## config.mk

```make
export PLATFORM = sky130hd
export DESIGN_NAME = ccb_unit
export DESIGN_NICKNAME = d
export VERILOG_FILES = /design/src/rtl/ccb_pkg.sv /design/src/rtl/ccb_alu.sv /design/src/rtl/ccb_branch.sv /design/src/rtl/ccb_unit.sv
export SDC_FILE = /design/constraint.sdc
export NUM_CORES = 1
export LEC_CHECK = 0
export ABC_CLOCK_PERIOD_IN_PS = 5700
export BUFFER_PORTS_ARGS = -buffer_cell sky130_fd_sc_hd__buf_2
export CAP_MARGIN = 20
export CORE_AREA = 2 2 98 90
export CTS_CLUSTER_DIAMETER = 80
export CTS_CLUSTER_SIZE = 24
export DETAILED_ROUTE_END_ITERATION = 6
export DIE_AREA = 0 0 100 92
export GPL_TIMING_DRIVEN = 1
export PLACE_DENSITY = 0.75
export SLEW_MARGIN = 15
export SYNTH_ARGS = -nofsm -noshare
export SYNTH_HDL_FRONTEND = slang
export SYNTH_SLANG_ARGS = --single-unit
```

## constraint.sdc

```tcl
create_clock -name clk -period 5.7 [get_ports clk]
set_clock_uncertainty 0.2 [all_clocks]
set_input_delay 0.285 -clock clk [delete_from_list [all_inputs] [get_ports clk]]
set_output_delay 0.285 -clock clk [all_outputs]
set_load 0.05 [all_outputs]
```

## src/rtl/ccb_pkg.sv

```systemverilog
package ccb_pkg;

   // operation codes
   localparam logic [2:0] OP_ADD = 3'd0;
   localparam logic [2:0] OP_SUB = 3'd1;
   localparam logic [2:0] OP_CMP = 3'd2;
   localparam logic [2:0] OP_INC = 3'd3;
   localparam logic [2:0] OP_DEC = 3'd4;

   // condition byte codes (high byte of a branch word)
   localparam logic [7:0] BC_ALWAYS = 8'h01;
   localparam logic [7:0] BC_NE     = 8'h02;
   localparam logic [7:0] BC_EQ     = 8'h03;
   localparam logic [7:0] BC_GE     = 8'h04;
   localparam logic [7:0] BC_LT     = 8'h05;
   localparam logic [7:0] BC_GT     = 8'h06;
   localparam logic [7:0] BC_LE     = 8'h07;
   localparam logic [7:0] BC_HI     = 8'h82;
   localparam logic [7:0] BC_LOS    = 8'h83;
   localparam logic [7:0] BC_HIS    = 8'h86;
   localparam logic [7:0] BC_LO     = 8'h87;

   localparam int BR_WORD_W = 16;
   localparam int BR_OFS_W  = 8;

   // condition code nibble: n is bit 3, c is bit 0
   typedef struct packed {
      logic n;
      logic z;
      logic v;
      logic c;
   } ccr_t;

endpackage

```

## src/rtl/ccb_alu.sv

```systemverilog
module ccb_alu
   import ccb_pkg::*;
#(
   parameter int DATA_W = 16
) (
   input  logic [DATA_W-1:0] src,
   input  logic [DATA_W-1:0] dst,
   input  logic [2:0]        op,
   input  ccr_t              flg_in,
   output logic [DATA_W-1:0] res,
   output ccr_t              flg_out
);

   localparam int MSB = DATA_W - 1;

   logic [DATA_W-1:0] add_a, add_b;
   logic              add_cin;
   logic [DATA_W:0]   sum;
   logic              ovf;
   logic              known_op;

   // operand steering onto one shared adder
   always_comb begin
      add_a    = dst;
      add_b    = '0;
      add_cin  = 1'b0;
      known_op = 1'b1;
      unique case (op)
         OP_ADD: begin add_a = dst; add_b = src;  add_cin = 1'b0; end
         OP_SUB: begin add_a = dst; add_b = ~src; add_cin = 1'b1; end
         OP_CMP: begin add_a = src; add_b = ~dst; add_cin = 1'b1; end
         OP_INC: begin add_a = dst; add_b = '0;   add_cin = 1'b1; end
         OP_DEC: begin add_a = dst; add_b = '1;   add_cin = 1'b0; end
         default: known_op = 1'b0;
      endcase
   end

   assign sum = {1'b0, add_a} + {1'b0, add_b} + {{DATA_W{1'b0}}, add_cin};
   assign ovf = (add_a[MSB] == add_b[MSB]) && (sum[MSB] != add_a[MSB]);

   always_comb begin
      res     = dst;
      flg_out = flg_in;
      if (known_op) begin
         if (op != OP_CMP) res = sum[MSB:0];
         flg_out.n = sum[MSB];
         flg_out.z = (sum[MSB:0] == '0);
         flg_out.v = ovf;
         case (op)
            OP_ADD:         flg_out.c = sum[DATA_W];
            OP_SUB, OP_CMP: flg_out.c = ~sum[DATA_W];
            default:        flg_out.c = flg_in.c;
         endcase
      end
   end

endmodule

```

## src/rtl/ccb_branch.sv

```systemverilog
module ccb_branch
   import ccb_pkg::*;
#(
   parameter int PC_W = 16
) (
   input  logic [BR_WORD_W-1:0] instr,
   input  logic [PC_W-1:0]      pc,
   input  ccr_t                 flg,
   output logic                 taken,
   output logic [PC_W-1:0]      target
);

   localparam int EXT_W = PC_W - BR_OFS_W - 1;

   logic [7:0]            cond;
   logic [BR_OFS_W-1:0]   ofs;
   logic [PC_W-1:0]       byte_disp;
   logic                  lt;

   assign cond = instr[BR_WORD_W-1:BR_OFS_W];
   assign ofs  = instr[BR_OFS_W-1:0];
   assign lt   = flg.n ^ flg.v;

   // word offset -> byte displacement
   assign byte_disp = {{EXT_W{ofs[BR_OFS_W-1]}}, ofs, 1'b0};
   assign target    = pc + byte_disp;

   always_comb begin
      case (cond)
         BC_ALWAYS: taken = 1'b1;
         BC_NE:     taken = ~flg.z;
         BC_EQ:     taken = flg.z;
         BC_GE:     taken = ~lt;
         BC_LT:     taken = lt;
         BC_GT:     taken = ~(flg.z | lt);
         BC_LE:     taken = flg.z | lt;
         BC_HI:     taken = ~(flg.c | flg.z);
         BC_LOS:    taken = flg.c | flg.z;
         BC_HIS:    taken = ~flg.c;
         BC_LO:     taken = flg.c;
         default:   taken = 1'b0;
      endcase
   end

endmodule

```

## src/rtl/ccb_unit.sv

```systemverilog
module ccb_unit
   import ccb_pkg::*;
#(
   parameter int DATA_W  = 16,
   parameter int PC_W    = 16,
   parameter bit OUT_REG = 1'b1
) (
   input  logic                 clk,
   input  logic                 rst_n,
   input  logic [DATA_W-1:0]    src_i,
   input  logic [DATA_W-1:0]    dst_i,
   input  logic [2:0]           op_i,
   input  logic [3:0]           flags_i,
   input  logic [BR_WORD_W-1:0] br_instr_i,
   input  logic [PC_W-1:0]      pc_i,
   output logic [DATA_W-1:0]    result_o,
   output logic [3:0]           flags_o,
   output logic                 taken_o,
   output logic [PC_W-1:0]      target_o
);

   localparam int MIN_PC_W = BR_OFS_W + 2;

   if (DATA_W < 2) begin : g_bad_data_w
      $error("ccb_unit: DATA_W must be at least 2");
   end
   if (PC_W < MIN_PC_W) begin : g_bad_pc_w
      $error("ccb_unit: PC_W too narrow for the branch displacement");
   end

   logic [DATA_W-1:0] alu_res;
   ccr_t              alu_flg;
   logic              br_taken;
   logic [PC_W-1:0]   br_tgt;

   ccb_alu #(.DATA_W(DATA_W)) alu_i (
      .src     (src_i),
      .dst     (dst_i),
      .op      (op_i),
      .flg_in  (ccr_t'(flags_i)),
      .res     (alu_res),
      .flg_out (alu_flg)
   );

   ccb_branch #(.PC_W(PC_W)) br_i (
      .instr  (br_instr_i),
      .pc     (pc_i),
      .flg    (ccr_t'(flags_i)),
      .taken  (br_taken),
      .target (br_tgt)
   );

   if (OUT_REG) begin : g_reg
      logic [DATA_W-1:0] res_q;
      ccr_t              flg_q;
      logic              taken_q;
      logic [PC_W-1:0]   tgt_q;
      logic              past_ok;

      always_ff @(posedge clk) begin
         if (!rst_n) begin
            res_q   <= '0;
            flg_q   <= '0;
            taken_q <= 1'b0;
            tgt_q   <= '0;
            past_ok <= 1'b0;
         end else begin
            res_q   <= alu_res;
            flg_q   <= alu_flg;
            taken_q <= br_taken;
            tgt_q   <= br_tgt;
            past_ok <= 1'b1;
         end
      end

      assign result_o = res_q;
      assign flags_o  = flg_q;
      assign taken_o  = taken_q;
      assign target_o = tgt_q;

      AST_INCDEC_KEEP_C: assert property (@(posedge clk) disable iff (!rst_n)
         (past_ok && ($past(op_i) == OP_INC || $past(op_i) == OP_DEC))
         |-> (flags_o[0] == $past(flags_i[0])));

      AST_CMP_NO_WRITE: assert property (@(posedge clk) disable iff (!rst_n)
         (past_ok && $past(op_i) == OP_CMP) |-> (result_o == $past(dst_i)));

      AST_UNDEF_OP_PASS: assert property (@(posedge clk) disable iff (!rst_n)
         (past_ok && $past(op_i) > OP_DEC)
         |-> (flags_o == $past(flags_i) && result_o == $past(dst_i)));

      AST_ALWAYS_TAKEN: assert property (@(posedge clk) disable iff (!rst_n)
         (past_ok && $past(br_instr_i[15:8]) == BC_ALWAYS) |-> taken_o);

      AST_SELF_LOOP: assert property (@(posedge clk) disable iff (!rst_n)
         (past_ok && $past(br_instr_i[7:0]) == 8'hFF)
         |-> (target_o == $past(pc_i) - PC_W'(2)));

      AST_LO_FOLLOWS_C: assert property (@(posedge clk) disable iff (!rst_n)
         (past_ok && $past(br_instr_i[15:8]) == BC_LO)
         |-> (taken_o == $past(flags_i[0])));
   end else begin : g_comb
      assign result_o = alu_res;
      assign flags_o  = alu_flg;
      assign taken_o  = br_taken;
      assign target_o = br_tgt;
   end

endmodule

```

==> summary.md, run 1 <==
| Metric | Value |
|---|---|
| Synth cell types | a little over 50 |
| PortBufs | around 110 |
| Register area share after synthesis | 23.2% |
| Tmin final | 3.77 ns |
| Nets | 601 |
| Kind of cell adding the most delay to the critical path | compound AO/OA/AOI/OAI gates |
| Dpl cells | 590 |
| TritonCTS clock tree | done |
| Warnings from Yosys | 0 |
| Die area | ~9000 sq um |
| Clk buf depth | 2 |
| Clock transition at path regs | roughly 0.080 ns |
| First-pass GRT wire length | around 14000 um |
| Commonest cells after routing, fill and taps aside | buf_2 (109), o21ai_0 (43), nand2_1 (42) |
| Crit path kind | in2reg |
| #FFs+latches synth | 37 |
| Slowest cell on crit path | fa_1 |
| Die Ht | about 90 um |
| Tcrit/Tclk final | between 60% and 70% |
| Htree depth | 2 |
| Cell taking the most area after synthesis | dfxtp_1 |
| Post-Synthesis Cells | 391 |
| Yosys top cell area share | between 20% and 30% |
| Power per cell area | 260 nW/um^2 |
| Hold crit path type | in2reg |
| DRC violations left | 0 |
| Area Overhead vs Synth | 24.7% |
| Fin worst setup slack | 1.93 ns |
| Worst slew pin tran | between 0.7 and 0.8 ns |
| Starting DRT DRC Count | about 110 |
| Outcome | finished, final reports clean |
| # setup viols final | 0 |
| Vias post-DR | roughly 3200 |
| Final core occ | a little under half |
| Total gr overflow | 0 |
| Setup TNS | 0 ns |
| Core Box Area | 8330 sq um |
| Static leakage | about 0.0019 uW |
| Synth area leaders | dfxtp_1 (23%), ha_1 (11%), o21ai_0 (6.7%), mux2_2 (5.6%), nand2_1 (4.9%) |
| Startpoint Class | input port |
| Final max-slew violation count | 0 |
| CTS buffer count | 5 |
| Post-CTS setup buffer count | 0 |
| Crit. End Element | flip-flop |
| Layout cell share with drive strength beyond 1 | 29.8% |
| Critical-path cell list | buf_2 > nand2b_1 > nor2_1 > mux2_2 > fa_1 > fa_1 > a21oi_1 > o2111ai_1 > o221ai_1 > o21ai_1 > a211oi_2 > xor2_1 > o21ai_1 > and2_1 |
| Total chip power | a little over 1000 uW |
| Ys flop type | dfxtp_1 |
| Antenna violations before repair | 0 |
| Commonest non-fill, non-tap cell in the layout | buf_2 |
| DIE WIDTH | ~100 um |
| Fin cells | ~600 |
| I/O pin count | 110 |
| Max Cap Viol | 0 |
| HPWL Detailed | approximately 6600 um |
| Hold_sp | br_instr_i[12] |
| Root Driver | clkbuf_8 |
| Post-synth ARST share | 0% |
| Buf+Inv Stages, Crit Path | 1 |
| Pin count of the biggest net entering global routing | 41 |
| Post-Syn Nets | 496 |
| Critical Path Max Stage Delay | 0.44 ns |
| Final hold viol count | 0 |
| Via density | about 5.4 |
| VDD IR-drop max | about 0.11 mV |
| Worst-path maximum fanout | 9 |
| Routed len/inst | between 10 and 15 um |
| Overall global routing resource usage | ~18% |
| Clk sinks | 37 |
| RSZ-0062 raised after global routing | false |
| WP data required | 5.70 ns |
| Hold EP | taken_o |
| Via count of the first global-routing pass | about 3100 |
| Post-synth EDFFs | 0 |
| Initial Utilization | 38.4% |
| Post-Syn Area | between 3000 and 4000 sq um |
| Syn Area/Cell | around 8.2 sq um |
| Fmax | 265 MHz |
| Routability cong. | approximately 0.85 |
| Setup Slack @ Placement | about 1.6 ns |
| WHS Path Cells | 3 |
| Max_slew headroom | 49.0% |
| WP data arrival | between 3 and 4 ns |
| Cell Rows | 32 |
| DR pass1 iterations | 4 |
| ANT cells | 0 |
| Drt total wl | 8440 um |
| Antenna-violating nets left | 0 |
-- routing by layer --
metal / share of wire (%) / vias to the layer above / track usage (%)
met5: 0 / - / 0
met4: 2.0 / 0 / 6.74
met3: 6.5 / 13 / 3.35
met2: 49 / 87 / 33.1
met1: 43 / 1482 / 20.9
li1: - / 1645 / -
-- synth_stat cells (all sizes together), types with 2 or more instances --
| cell | count |
|---|---|
| a211o | 3 |
| a211oi | 2 |
| a21boi | 12 |
| a21o | 10 |
| a21oi | 19 |
| a31oi | 4 |
| and2 | 19 |
| and3b | 2 |
| clkbuf | 16 |
| dfxtp | 37 |
| fa | 3 |
| ha | 29 |
| inv | 8 |
| mux2 | 16 |
| nand2 | 42 |
| nand2b | 3 |
| nand3 | 8 |
| nand4 | 4 |
| nand4b | 2 |
| nor2 | 14 |
| nor2b | 4 |
| nor3 | 10 |
| nor3b | 2 |
| nor4b | 2 |
| o211a | 2 |
| o211ai | 2 |
| o21a | 4 |
| o21ai | 49 |
| o221ai | 2 |
| o22a | 16 |
| o31ai | 3 |
| or2 | 4 |
| or3 | 3 |
| xnor2 | 14 |
| xor2 | 10 |
-- area by class of cell --
cell class                      instances  area [sq um]
Tap cell                              102           128
Sequential cell                        37           741
Inverter                                8          30.0
Timing Repair Buffer                  114           586
Clock buffer                            5          68.8
Multi-Input combinational cell        330          2370
Fill cell                             848          4340
Clock inverter                          3          68.8
-- where the power goes --
group,internal [uW],switching (uW)
combinational,167,295
clock,176,104
sequential,289,6.90
-- stage by stage --
| stage | hold WS [ns] | instance area (sq um) |
|---|---|---|
| after floorplan | 0.212 | 3200 |
| after global placement | 0.292 | 3840 |
| after detailed placement | 0.301 | 3840 |
| after CTS | 0.0207 | 3990 |
| after global routing | 0.0349 | 3990 |
| final | 0.0280 | 3990 |
-- state kept, by name, indices dropped and copies added, names as in the netlist --
register and cells:
taken_o 1, result_o 16, flags_o 4, target_o 16
-- kinds of logic (layout without fill, tap and decap cells) --
kind of cell	Yosys count	in the layout	synth area share [%]
compound gates	136	136	28.3
xor+xnor	24	24	6.57
fa+ha+maj	32	32	13.2
buf+inv	24	130	2.82
flops	37	37	23.2
mux	16	16	5.63
simple gates	122	122	20.3
-- worst max-delay path by stage --
stage	startpoint	slack [ns]	end	cells past startpoint
CTS	op_i[0]	1.95	result_o[14]	14
finish	op_i[0]	1.93	result_o[14]	14
detailed placement	op_i[0]	1.64	result_o[14]	14
floorplan	op_i[0]	1.64	result_o[14]	14
global route	op_i[0]	1.73	result_o[14]	14
global placement	op_i[0]	1.71	result_o[14]	14
-- tightest hold or removal path: cells and delay by family --
kind                   cells  cell delay [ns]
buffers and inverters      1             0.07
and+or+nand+nor            2             0.13
-- timing repair --
action                                 CTS  global route
gates resized for setup                  0             0
endpoints found under the hold margin    1             0
hold buffers                             1             0
No activity file was read; power rests on OpenSTA's default activity.
==> run 2, diff against run 1 <==
--- a/config.mk
+++ b/config.mk
@@ -5,7 +5,7 @@
 export SDC_FILE = /design/constraint.sdc
 export NUM_CORES = 1
 export LEC_CHECK = 0
-export ABC_CLOCK_PERIOD_IN_PS = 5700
+export ABC_CLOCK_PERIOD_IN_PS = 3100
 export BUFFER_PORTS_ARGS = -buffer_cell sky130_fd_sc_hd__buf_2
 export CAP_MARGIN = 20
 export CORE_AREA = 2 2 98 90
@@ -14,7 +14,7 @@
 export DETAILED_ROUTE_END_ITERATION = 6
 export DIE_AREA = 0 0 100 92
 export GPL_TIMING_DRIVEN = 1
-export PLACE_DENSITY = 0.75
+export PLACE_DENSITY = 0.77
 export SLEW_MARGIN = 15
 export SYNTH_ARGS = -nofsm -noshare
 export SYNTH_HDL_FRONTEND = slang
==> constraint.sdc (replaced) <==
create_clock -name clk -period 3.1 [get_ports clk]
set_clock_uncertainty 0.2 [all_clocks]
set_input_delay 0.155 -clock clk [delete_from_list [all_inputs] [get_ports clk]]
set_output_delay 0.155 -clock clk [all_outputs]
set_load 0.05 [all_outputs]
==> run 2 against run 1 <==
Compared with the run above: highest routed layer unchanged; total power grew 84%; die area is the same; sequential power grew 84%; cell count grew 11%; critical path depth is the same; utilization grew 7.3 points; count of clock-buffer cells in the layout is the same; sequential cell count is the same; worst setup slack lost 1.9 ns; combinational power grew 120%.
==> summary.md, run 2 (same netlist as run 1, synthesis figures left out) <==
| Metric | Value |
|---|---|
| Worst hold slack | between 0.007 and 0.008 ns |
| DRC violations left | 0 |
| First-pass GRT wire length | ~15000 um |
| Static leakage | approximately 0.0022 uW |
| PortBufs | approximately 110 |
| Setup Slack @ Placement | -0.246 ns |
| Layout cell share with drive strength beyond 1 | 37.7% |
| Worst slew pin tran | roughly 0.8 ns |
| Max_slew headroom | between 40% and 50% |
| DR pass1 iterations | 4 |
| WP data arrival | between 3 and 4 ns |
| Crit. End Element | flip-flop |
| Clock transition at path regs | approximately 0.09 ns |
| Clk buf depth | 2 |
| Final max-slew violation count | 0 |
| Commonest non-fill, non-tap cell in the layout | buf_2 |
| Antenna violations before repair | 0 |
| Commonest cells after routing, fill and taps aside | buf_2 (108), buf_4 (46), nand2_1 (42) |
| Starting DRT DRC Count | 175 |
| I/O pin count | 110 |
| Hold crit path type | in2reg |
| RSZ-0062 raised after global routing | true |
| Worst-path maximum fanout | 3 |
| Final hold viol count | 0 |
| Cell Rows | 32 |
| DIE WIDTH | around 100 um |
| Die area | ~9200 sq um |
| Max Cap Viol | 0 |
| Htree depth | 2 |
| Root Driver | clkbuf_8 |
| Area Overhead vs Synth | 43.6% |
| Routability cong. | between 0.8 and 0.9 |
| Clk sinks | 37 |
| Nets | 666 |
| WP data required | 3.13 ns |
| Outcome | finished, final reports clean |
| Total gr overflow | 0 |
| HPWL Detailed | 7540 um |
| Startpoint Class | input port |
| Routed len/inst | 14.6 um |
| Die Ht | a little over 90 um |
| Antenna-violating nets left | 0 |
| Core Box Area | 8330 sq um |
| Fmax | around 330 MHz |
| Overall global routing resource usage | 20.4% |
| Power per cell area | roughly 420 nW/um^2 |
| WHS Path Cells | 4 |
| Initial Utilization | about two fifths |
| Via count of the first global-routing pass | 3583 |
| Vias post-DR | ~3600 |
| ANT cells | 0 |
| Pin count of the biggest net entering global routing | 40 |
| Multi-input logic area | 2470 sq um |
| Via density | 5.43 |
| Fillers | 744 |
| Fin worst setup slack | approximately 0.05 ns |
| Drt total wl | between 9000 and 10000 um |
| Tcrit/Tclk final | a little over nine tenths |
| CTS buffer count | 5 |
| Reg area | about 740 sq um |
| # setup viols final | 0 |
| Tmin final | roughly 3 ns |
| TritonCTS clock tree | done |
| VDD IR-drop max | 0.210 mV |
| Hold_sp | dst_i[12] |
| Crit path kind | in2reg |
| Hold EP | result_o[12] |
run 2: cell types whose count changed in the layout (fill, tap and decap cells not counted), moves of 2 or more:
cell | previous run | this run
o21ai_2 | 0 | 2
o21ai_1 | 6 | 8
o21ai_0 | 43 | 39
dlygate4sd3_1 | 1 | 22
nor2_1 | 14 | 12
fa_2 | 0 | 2
fa_1 | 3 | 1
clkinv_2 | 0 | 2
buf_4 | 4 | 46
buf_6 | 0 | 3
a21oi_1 | 19 | 14
bufinv_16 | 2 | 0
a21oi_2 | 0 | 4
run 2: worst max path at each step:
stage | from | endpoint | slack, ns | cells after the start
after floorplan | op_i[0] | result_o[14] | -0.19 | 14
after global placement | op_i[0] | flags_o[0] | -0.17 | 14
after detailed placement | op_i[0] | flags_o[0] | -0.25 | 15
after CTS | dst_i[2] | result_o[13] | 0.05 | 13
after global routing | op_i[0] | result_o[15] | -0.13 | 14
final | op_i[0] | result_o[15] | 0.05 | 14
run 2: layout make-up:
cell class / instances / share of cell area [%]
timing repair buffer: 179 / 24.8
clock inverter: 3 / 0.381
inverter: 8 / 0.653
multi-input combinational: 330 / 53.8
tap: 102 / 2.78
clock buffer: 5 / 1.50
sequential: 37 / 16.1
run 2: per-layer routing:
| layer | share of wire, % | vias to the layer above | global-route usage (%) |
|---|---|---|---|
| met1 | 41 | 1684 | 22.7 |
| met4 | 2.4 | 0 | 7.76 |
| met5 | 0 | - | 0 |
| met3 | 5.3 | 20 | 3.05 |
| met2 | 52 | 122 | 38.7 |
| li1 | - | 1778 | - |
run 2: critical path, stage by stage:
cell and delay (ns):
buf_6 0.10, nand2b_4 0.15, nor2_4 0.15, mux2_4 0.33
fa_2 0.42, buf_6 0.13, a211o_1 0.27, nor4b_4 0.15
nor4b_4 0.31, nor3_2 0.07, o41ai_2 0.39, xnor2_1 0.22
nand2_1 0.08, a21boi_1 0.16
run 2: stage by stage:
step           util [%]  std cells  power, uW  TNS [ns]  area (sq um)
6_report           55.2        664       1910         0          4600
5_1_grt            55.2        664       2020    -0.433          4600
4_1_cts            53.7        657       1870         0          4480
3_5_place_dp       50.1        627       1500     -1.81          4170
3_3_place_gp       50.1        627       1480     -1.08          4170
2_1_floorplan         -        391       1210    -0.355          3270
run 2: power by group:
part | internal, uW | switching, uW | total, uW
clock network | 156 | 191 | 347
logic | 418 | 601 | 1020
registers | 532 | 12.1 | 544
total | 1110 | 804 | 1910
run 2: what timing repair did:
item | CTS | global route
hold buffers | 22 | 0
hold endpoints to repair | 19 | 0
setup buffers | 0 | 7
setup endpoints to repair | 0 | 9
gates resized for setup | 0 | 21
==> run 3, diff against run 2 <==
--- a/config.mk
+++ b/config.mk
@@ -15,6 +15,7 @@
 export DIE_AREA = 0 0 100 92
 export GPL_TIMING_DRIVEN = 1
 export PLACE_DENSITY = 0.77
+export REMOVE_ABC_BUFFERS = 1
 export SLEW_MARGIN = 15
 export SYNTH_ARGS = -nofsm -noshare
 export SYNTH_HDL_FRONTEND = slang
==> run 3 against run 2 <==
Compared with the run above: sequential share of layout area shrank 0.30 points; total power grew 3.6%; highest routed layer unchanged; count of clock-buffer cells in the layout grew 1; design area grew 1.9%; largest power group unchanged.
==> summary.md, run 3 (same netlist as run 1, synthesis figures left out) <==
| Metric | Value |
|---|---|
| Outcome | finished, final reports clean |
| Drt total wl | approximately 10000 um |
| Die Ht | approximately 92 um |
| Critical-path cell list | buf_6 > nand2b_4 > nor2_4 > mux2_4 > fa_2 > fa_2 > a21oi_2 > buf_4 > o21bai_1 > xnor2_1 > nor3_1 > nand4_1 > nor4_2 > nand4_1 > o21ai_1 |
| Max Cap Viol | 0 |
| Routed len/inst | around 15 um |
| Antenna violations before repair | 0 |
| Commonest non-fill, non-tap cell in the layout | buf_2 |
| Clk buf depth | 2 |
| Final hold viol count | 0 |
| Area Overhead vs Synth | 46.3% |
| Via density | around 5.4 |
| First-pass GRT wire length | 15400 um |
| Vias post-DR | ~3600 |
| Routability cong. | approximately 0.90 |
| DRC violations left | 0 |
| Startpoint Class | input port |
| Max_slew headroom | between 40% and 50% |
| Critical Path Max Stage Delay | roughly 0.38 ns |
| Pin count of the biggest net entering global routing | 40 |
| HPWL Detailed | 7210 um |
| Setup TNS | 0 ns |
| Worst-path maximum fanout | 2 |
| Clk sinks | 37 |
| I/O pin count | 110 |
| Initial Utilization | between 30% and 40% |
| WP data arrival | 3.07 ns |
| Overall global routing resource usage | 20.7% |
| Layout cell share with drive strength beyond 1 | around two fifths |
| Final core occ | a little under three fifths |
| PortBufs | 109 |
| RSZ-0062 raised after global routing | true |
| # setup viols final | 0 |
| Total gr overflow | 0 |
| Via count of the first global-routing pass | approximately 3500 |
| ANT cells | 0 |
| Final max-slew violation count | 0 |
| Starting DRT DRC Count | 150 |
| Kind of cell adding the most delay to the critical path | simple AND/OR/NAND/NOR gates |
| Htree depth | 2 |
| TritonCTS clock tree | done |
| Tcrit/Tclk final | 97.8% |
| WP data required | about 3.1 ns |
| Hold crit path type | in2reg |
| Crit. End Element | flip-flop |
| CTS buffer count | 5 |
| Power per cell area | around 420 nW/um^2 |
| Buf+Inv Stages, Crit Path | 2 |
| Static leakage | roughly 0.0022 uW |
| Clock transition at path regs | approximately 0.080 ns |
| Commonest cells after routing, fill and taps aside | buf_2 (108), buf_4 (41), nand2_1 (40) |
| DR pass1 iterations | 4 |
| VDD IR-drop max | 0.193 mV |
| Worst slew pin tran | 0.811 ns |
| Slowest cell on crit path | fa_2 |
| Antenna-violating nets left | 0 |
| Tmin final | just over 3 ns |
| Core Box Area | between 8000 and 9000 sq um |
| Fmax | 330 MHz |
| Die area | between 9000 and 10000 sq um |
| Root Driver | clkbuf_8 |
| Fillers | ~760 |
| Nets | 665 |
| DIE WIDTH | 100 um |
| Crit path kind | in2reg |
| Cell Rows | 32 |
[run 3: cell type report]
class | count | area [sq um] | area share, %
repair buffers | 178 | 1160 | 24.7
clock buffers | 6 | 82.6 | 1.76
inverters | 8 | 30.0 | 0.641
well taps | 102 | 128 | 2.73
multi-input cells | 330 | 2530 | 54.1
clock inverters | 1 | 7.51 | 0.160
flip-flops and latches | 37 | 741 | 15.8
[run 3: path summary, 6_finish.rpt]
check	startpoint	to	slack (ns)	depth (start not counted)
worst max-delay path	op_i[0]	flags_o[2]	0.07	15
worst min-delay path	flags_i[0]	flags_o[0]	0.02	4
[run 3: routing by layer]
layer	up-vias	GRT usage [%]	part of all wire, %
met5	-	0	0
met4	0	10.2	3.8
met3	35	2.97	5.6
met2	124	35.6	48
met1	1663	25.0	43
li1	1776	-	-
[run 3: power breakdown]
group          switching [uW]  internal, uW  total (uW)
registers                13.8           532         546
logic                     619           448        1070
clock network             189           176         365
[run 3: tightest hold or removal path: stages]
cell and delay [ns]:
buf_2 0.12, nand3_1 0.07, o31ai_1 0.07, a211o_1 0.09
[run 3: per-stage QoR]
step	instances	instance area, sq um	setup WS [ns]	power [uW]	hold WS, ns
CTS	659	4510	0.00511	1910	0.0162
floorplan	375	3140	-1.19	1180	0.0767
finish	662	4680	0.0693	1980	0.0236
detailed placement	627	4120	-0.570	1500	0.172
global route	662	4680	-0.0676	2090	0.0509
global placement	627	4120	-0.483	1470	0.160
[run 3: timing repair]
item / in CTS / in global routing
hold buffers: 23 / 0
buffers inserted: 2 / 4
pin swaps: 9 / 23
setup endpoints to repair: 7 / 9
endpoints found under the hold margin: 20 / 0
gates resized for setup: 12 / 38
